**src/rtl/osd_cell_timer.sv**
```systemverilog
module osd_cell_timer #(
  parameter int DOTS      = 12,
  parameter int GLYPH_H   = 18,
  parameter int CHAR_W    = 7,
  parameter int SPACE_W   = 5,
  parameter int ROW_W     = 5,
  parameter int MIN_CHARS = 36,
  parameter int RST_CHARS = 40,
  localparam int DOT_W    = $clog2(DOTS),
  localparam int LINE_W   = $clog2(GLYPH_H + 2**SPACE_W)
) (
  input  logic              clk,
  input  logic              rst_n,
  input  logic              line_start,
  input  logic              frame_start,
  input  logic [CHAR_W-1:0] cfg_chars,
  input  logic [SPACE_W-1:0] cfg_space,
  output logic [CHAR_W-1:0] col_idx,
  output logic [DOT_W-1:0]  dot_idx,
  output logic [ROW_W-1:0]  row_idx,
  output logic [LINE_W-1:0] row_line,
  output logic              glyph_active
);

  logic [CHAR_W-1:0]  chars_q;
  logic [SPACE_W-1:0] space_q;
  logic               armed_q;
  logic [CHAR_W-1:0]  chars_in;
  logic               h_run;
  logic [LINE_W-1:0]  last_line;

  assign chars_in  = (cfg_chars < CHAR_W'(MIN_CHARS)) ? CHAR_W'(MIN_CHARS) : cfg_chars;
  assign h_run     = col_idx < chars_q;
  assign last_line = LINE_W'(GLYPH_H - 1) + LINE_W'(space_q);
  assign glyph_active = armed_q && h_run && (row_line < LINE_W'(GLYPH_H));

  always_ff @(posedge clk or negedge rst_n) begin
    if (!rst_n) begin
      chars_q <= CHAR_W'(RST_CHARS);
      space_q <= '0;
      armed_q <= 1'b0;
    end else if (frame_start) begin
      chars_q <= chars_in;
      space_q <= cfg_space;
      armed_q <= 1'b1;
    end
  end

  always_ff @(posedge clk or negedge rst_n) begin
    if (!rst_n) begin
      col_idx <= '0;
      dot_idx <= '0;
    end else if (line_start) begin
      col_idx <= '0;
      dot_idx <= '0;
    end else if (h_run) begin
      if (dot_idx == DOT_W'(DOTS - 1)) begin
        dot_idx <= '0;
        col_idx <= col_idx + 1'b1;
      end else begin
        dot_idx <= dot_idx + 1'b1;
      end
    end
  end

  always_ff @(posedge clk or negedge rst_n) begin
    if (!rst_n) begin
      row_idx  <= '0;
      row_line <= '0;
    end else if (frame_start) begin
      row_idx  <= '0;
      row_line <= '0;
    end else if (line_start) begin
      if (row_line >= last_line) begin
        row_line <= '0;
        row_idx  <= row_idx + 1'b1;
      end else begin
        row_line <= row_line + 1'b1;
      end
    end
  end

endmodule

```
**config.mk**
```make
export PLATFORM = sky130hd
export DESIGN_NAME = osd_cell_timer
export DESIGN_NICKNAME = d
export VERILOG_FILES = /design/src/rtl/osd_cell_timer.sv
export SDC_FILE = /design/constraint.sdc
export NUM_CORES = 1
export LEC_CHECK = 0
export BUFFER_PORTS_ARGS = -buffer_cell sky130_fd_sc_hd__buf_2
export CORE_AREA = 8 8 82 84
export CTS_CLUSTER_DIAMETER = 50
export CTS_CLUSTER_SIZE = 20
export DETAILED_ROUTE_END_ITERATION = 16
export DIE_AREA = 0 0 90 92
export SETUP_SLACK_MARGIN = 0.3
export SLEW_MARGIN = 20
export SYNTH_ARGS = -nofsm -noshare
export SYNTH_HDL_FRONTEND = slang
export SYNTH_SLANG_ARGS = --single-unit
```
**constraint.sdc**
```tcl
create_clock -name clk -period 2.1 [get_ports clk]
set_input_delay 0.42 -clock clk [delete_from_list [all_inputs] [get_ports clk]]
set_output_delay 0.42 -clock clk [all_outputs]
set_load 0.01 [all_outputs]
```
==> results of run 1 <==
==> placed cells by master, fill, tap and decap left out, types with 5 or more instances in the layout <==
master	count
buf_2	38
dfrtp_1	30
buf_4	23
inv_1	16
nand2_1	12
ha_1	12
or4_1	9
nand3_1	8
o21ai_0	7
clkbuf_8	7
nor2_1	6
a21oi_1	6
a21oi_2	5
nor2_4	5
ha_4	5
==> worst max-delay path: stages, from the launching register on <==
cell and delay (ns):
dfstp_2 0.54, inv_2 0.04, ha_4 0.15, a211o_1 0.27, o211ai_2 0.10, o311ai_4 0.16, nor4b_4 0.25, buf_2 0.16
==> final timing paths <==
| check | to | slack (ns) | depth (start not counted) |
|---|---|---|---|
| max | glyph_active | -0.27 | 7 |
| min | row_idx[3]$_DFFE_PN0P_ | 0.12 | 1 |
| max reg2reg | col_idx[0]$_DFFE_PN0P_ | -0.16 | 9 |
| min reg2reg | armed_q$_DFFE_PN0P_ | 0.49 | 1 |
| max in group asynchronous | chars_q[5]$_DFFE_PN1P_ | 1.38 | 2 |
| min in group clk | chars_q[5]$_DFFE_PN1P_ | 0.33 | 2 |
==> through the flow <==
step / hold WS, ns / setup slack, ns / utilization (%) / instance area [um2]
floorplan: 0.124 / -0.0164 / - / 2170
global placement: 0.445 / -0.0226 / 46.9 / 2540
detailed placement: 0.438 / -0.0773 / 46.9 / 2540
CTS: 0.125 / -0.321 / 52.6 / 2840
global route: 0.148 / -0.349 / 55.1 / 2980
finish: 0.119 / -0.274 / 55.1 / 2980
==> state kept, by name, summed over array words and instances (netlist names) <==
name / flops
space_q: 5
row_idx: 5
dot_idx: 4
col_idx: 7
armed_q: 1
row_line: 6
chars_q: 7
==> where the power goes <==
part           switching (mW)  total (mW)  internal, mW
clock                   0.237       0.537         0.300
combinational           0.237       0.470         0.233
sequential             0.0862       0.828         0.742
total                   0.561        1.83          1.27
==> kinds of logic after synthesis <==
kind of cell,after synthesis,synth area share (%)
compound gates,52,18.6
xor+xnor,9,3.79
fa+ha+maj,17,10.2
buf+inv,26,4.82
flops,35,42.3
mux,6,3.19
simple gates,63,17.0
==> cell type report <==
cell class / instances / area, um2 / area share (%)
multi-input cells: 148 / 1370 / 46.2
repair buffers: 67 / 459 / 15.4
inverters: 19 / 71.3 / 2.40
clock buffers: 8 / 100 / 3.36
flip-flops and latches: 35 / 882 / 29.6
well taps: 72 / 90.1 / 3.03
==> timing repair <==
item	4_1_cts	5_1_grt
setup buffers	11	1
pin swaps	24	6
hold buffers	0	0
resized for setup	21	24
endpoints found under the setup margin	23	23
gates cloned	2	0
==> metal layers <==
layer / routed length [um] / up-vias / global-route usage [%]
li1: - / 901 / -
met3: 218 / 9 / 3.59
met4: 133 / 0 / 5.69
met5: 0 / - / 0
met2: 2500 / 32 / 20.7
met1: 2460 / 864 / 16.2
==> results.json, run 1 <==
{
  "drive_gt1_share_pct": 44.8,
  "diodes": 0,
  "min_period_over_period_pct": 113,
  "rr_startpoint": "chars_q[5]$_DFFE_PN1P_",
  "synth_edf_count": 0,
  "finalNonFillerCells": 349,
  "slew_headroom_pct": 57.3,
  "grt_pass1_wl_mm": 8.93,
  "drt_iter0_markers": 54,
  "dieArea_um2": 8280,
  "routed_wl_mm": 5.31,
  "avgSynthCellArea_um2": 9.99,
  "clock_latency_ns": 0.28,
  "nets": 309,
  "grt_overflow": 0,
  "core_um2": 5410,
  "violations": "setup timing",
  "arrival_ns": 1.95,
  "finalHoldViolCount": 0,
  "setup_viol": 11,
  "clock_skew_ns": 0.00787,
  "synth.top_cell.area_share_pct": 39.8,
  "antenna_found_initial": 0,
  "dr.pass1.iters": 4,
  "grt_usage_pct": 13.0,
  "place_hpwl_mm": 3.68,
  "syn_inst": 208,
  "required_ns": 1.68,
  "synthTopCellsByArea": "dfrtp_1 40%, ha_1 10%, inv_1 3.4%, or4_1 3.3%, mux2_2 2.7%",
  "ys.flop_type": "dfrtp_1",
  "fillCellCount": 480,
  "peakVddDrop_mv": 0.382,
  "via_per_inst": 5.17,
  "slew_viol_final": 0,
  "tns_ns": -1.26,
  "crit_path_end_kind": "output port",
  "p_total_mw": 1.83,
  "ys_ff_latch": 35,
  "area_growth_pct": 43.3,
  "grt_pass1_vias": 1855,
  "cts_tree": "yes",
  "yosysMostFrequentCell": "dfrtp_1",
  "die-height_um": 92,
  "postRouteAntennaNets": 0,
  "yosys-top-cells-count": "33 x dfrtp_1, 19 x inv_1, 17 x ha_1",
  "synth_cell_types": 52,
  "drc": 0,
  "start_util_pct": 38.4,
  "layout_setup_ws_ns": -0.274,
  "hp-class": "in2async",
  "path_clk_slew_ns": 0.07,
  "ios": 39,
  "drv_cap": 0,
  "synth_nets": 241,
  "numClockSinks": 35,
  "async_flop_share_pct": 100,
  "yosys.area.top_type": "dfrtp_1",
  "wl_per_cell_um": 15.2,
  "worst_pin_slew_ns": 0.634,
  "ys_seq_area_share_pct": 42.3,
  "p_leak_nw": 1.36,
  "crit_path_start_kind": "register",
  "max_freq_ghz": 0.421,
  "path_class": "reg2out",
  "rsz0062_at_grt": "true",
  "cts_max_level": 2,
  "num_rows": 27,
  "via_count": 1806,
  "min_period_ns": 2.37,
  "clock_path_buffers": 2,
  "ys.warnings.count": 0,
  "cp_max_fo": 2,
  "gp_congestion": 0.752,
  "grt_max_degree": 26,
  "root_buffer": "clkbuf_8",
  "synth_area_um2": 2080,
  "outcome": "complete, but fails checks",
  "power_density_nw_per_um2": 616,
  "die_x_um": 90,
  "port-buffer-count": 38,
  "critPathLaunch": "chars_q[5]$_DFFE_PN1P_",
  "dp_cells": 327,
  "numCtsBuffers": 5
}
Note: power is estimated with default switching activity, not from simulation.
==> run 2, diff against run 1 <==
--- a/config.mk
+++ b/config.mk
@@ -5,12 +5,13 @@
 export SDC_FILE = /design/constraint.sdc
 export NUM_CORES = 1
 export LEC_CHECK = 0
+export ABC_AREA = 1
 export BUFFER_PORTS_ARGS = -buffer_cell sky130_fd_sc_hd__buf_2
-export CORE_AREA = 8 8 82 84
+export CORE_AREA = 8 8 83 85
 export CTS_CLUSTER_DIAMETER = 50
 export CTS_CLUSTER_SIZE = 20
 export DETAILED_ROUTE_END_ITERATION = 16
-export DIE_AREA = 0 0 90 92
+export DIE_AREA = 0 0 91 93
 export SETUP_SLACK_MARGIN = 0.3
 export SLEW_MARGIN = 20
 export SYNTH_ARGS = -nofsm -noshare
==> results.json, run 2 <==
{
  "outcome": "finished clean",
  "critPathLaunch": "chars_q[5]$_DFFE_PN1P_",
  "peakVddDrop_mv": 0.397,
  "worstPathCellList": "inv_2, ha_4, nand2_4, inv_2, a21oi_4, nand2_4, nor2_2, buf_2",
  "die-height_um": 93,
  "drc": 0,
  "via_count": 1912,
  "use_met1_pct": 14.0,
  "synth_nets": 298,
  "reg2reg_to": "col_idx[5]$_DFFE_PN0P_",
  "grt_pass1_vias": 1933,
  "synth_area_um2": 2150,
  "via_per_inst": 4.73,
  "drt_iter0_markers": 58,
  "ys.warnings.count": 0,
  "required_ns": 1.68,
  "mostFrequentLayoutCells": "56 x nand2_1, 38 x buf_2, 31 x dfrtp_1",
  "setup_viol": 0,
  "hp-class": "in2async",
  "placed_area_um2": 2430,
  "fillCellCount": 567,
  "path_class": "reg2out",
  "area_growth_pct": 34.2,
  "min_period_ns": 2.05,
  "ys.flop_type": "dfrtp_1",
  "synth_edf_count": 0,
  "wl_per_cell_um": 12.7,
  "arrival_ns": 1.63,
  "yosys-top-cells-count": "73 x nand2_1, 33 x dfrtp_1, 28 x nand3_1",
  "grt_pass1_wl_mm": 8.64,
  "finalNonFillerCells": 404,
  "cts_tree": "yes",
  "clock_skew_ns": 0.00374,
  "ios": 39,
  "max_freq_ghz": 0.488,
  "power_density_nw_per_um2": 619,
  "diodes": 0,
  "slew_headroom_pct": 47.1,
  "rsz0062_at_grt": "true",
  "rr_startpoint": "chars_q[5]$_DFFE_PN1P_",
  "reg_top3": "chars_q x7, col_idx x7, row_line x6",
  "hold_buffers": 0,
  "ys_ff_latch": 35,
  "dr.pass1.iters": 4,
  "path_clk_slew_ns": 0.07,
  "slowest_delay_ns": 0.53,
  "grt_util_met2_pct": 21.5,
  "cp-endpoint": "glyph_active",
  "busiest_layer": "met2",
  "grt_usage_pct": 12.4,
  "drv_cap": 0,
  "avgSynthCellArea_um2": 8.11,
  "met3_usage_pct": 4.57,
  "port-buffer-count": 38,
  "cts_max_level": 2,
  "tns_ns": 0,
  "num_rows": 28,
  "place_hpwl_mm": 3.56,
  "design_area_um2": 2890,
  "numClockSinks": 35,
  "syn_inst": 265,
  "synth.top_cell.area_share_pct": 38.4,
  "dieArea_um2": 8460,
  "core_um2": 5680,
  "crit_path_end_kind": "output port",
  "drive_gt1_share_pct": 38.9,
  "p_leak_nw": 1.46,
  "gp_congestion": 0.778,
  "clock_latency_ns": 0.29,
  "worst-r2r-cell-count": 14,
  "synthTopCellsByArea": "dfrtp_1 38%, nand2_1 13%, ha_1 9.9%, nand3_1 6.5%, inv_1 4.4%",
  "dp_cells": 378,
  "die_x_um": 91,
  "nets": 361,
  "synth_cell_types": 31,
  "ys_seq_area_share_pct": 40.9,
  "numCtsBuffers": 5,
  "p_total_mw": 1.79,
  "slew_viol_final": 0,
  "cp_max_fo": 2,
  "async_flop_share_pct": 100,
  "crit_path_start_kind": "register",
  "grt_max_degree": 36,
  "slowest_stage": "dfstp_2",
  "min_period_over_period_pct": 97.6,
  "yosysMostFrequentCell": "nand2_1",
  "clock_path_buffers": 2,
  "worst_pin_slew_ns": 0.794,
  "start_util_pct": 37.9,
  "finalHoldViolCount": 0,
  "ff2ff_setup_slack_ns": 0.09,
  "grt_overflow": 0,
  "final_common_cell": "nand2_1",
  "root_buffer": "clkbuf_8",
  "routed_wl_mm": 5.13,
  "yosys.area.top_type": "dfrtp_1",
  "postRouteAntennaNets": 0,
  "antenna_found_initial": 0
}
## run 2: what timing repair did
action	CTS	global route
cloned	0	1
buffers inserted	11	6
pin swaps	16	12
setup endpoints to repair	7	23
endpoints found under the hold margin	0	0
resized for setup	20	30
## run 2: kinds of logic after synthesis
| group | synth area share, % |
|---|---|
| DFF | 40.9 |
| adders and majority gates | 9.90 |
| buffers and inverters | 6.52 |
| xor gates and xnor gates | 4.89 |
| AOI/OAI and AO/OA | 8.44 |
| and+or+nand+nor | 29.4 |
## run 2: final cells by class
type	count	area (um2)	area share [%]
flip-flops and latches	35	881	30.5
well taps	75	93.8	3.25
inverters	27	101	3.51
repair buffers	60	378	13.1
clock buffers	8	100	3.47
multi-input cells	199	1330	46.1
## run 2: worst min path at each step
stage | endpoint
after floorplan | armed_q$_DFFE_PN0P_
after global placement | armed_q$_DFFE_PN0P_
after detailed placement | armed_q$_DFFE_PN0P_
after CTS | dot_idx[2]$_DFFE_PN0P_
after global routing | dot_idx[2]$_DFFE_PN0P_
final | dot_idx[2]$_DFFE_PN0P_
## run 2: stage by stage
step	util (%)	worst slack, ns	hold slack (ns)
global route	50.8	-0.0203	0.276
CTS	47.9	0.0702	0.253
floorplan	-	0.325	0.124
detailed placement	42.9	0.191	0.473
global placement	42.9	0.221	0.471
finish	50.8	0.0503	0.204
## run 2: routing by layer
metal  part of all wire, %  up-vias
li1                      -      979
met1                    43      886
met2                    50       40
met3                   5.3        7
met4                   1.2        0
met5                     0        -
## run 2: power by group
part	internal (mW)	switching (mW)
registers	0.734	0.0629
logic	0.192	0.242
clock network	0.300	0.254
total	1.23	0.559
## run 2: worst max-delay path, delay by kind of cell (launching register included)
family | cells | cell delay (ns)
DFF | 1 | 0.53
buffers and inverters | 3 | 0.21
AOI/OAI and AO/OA | 1 | 0.17
adders and majority gates | 1 | 0.21
and+or+nand+nor | 3 | 0.22
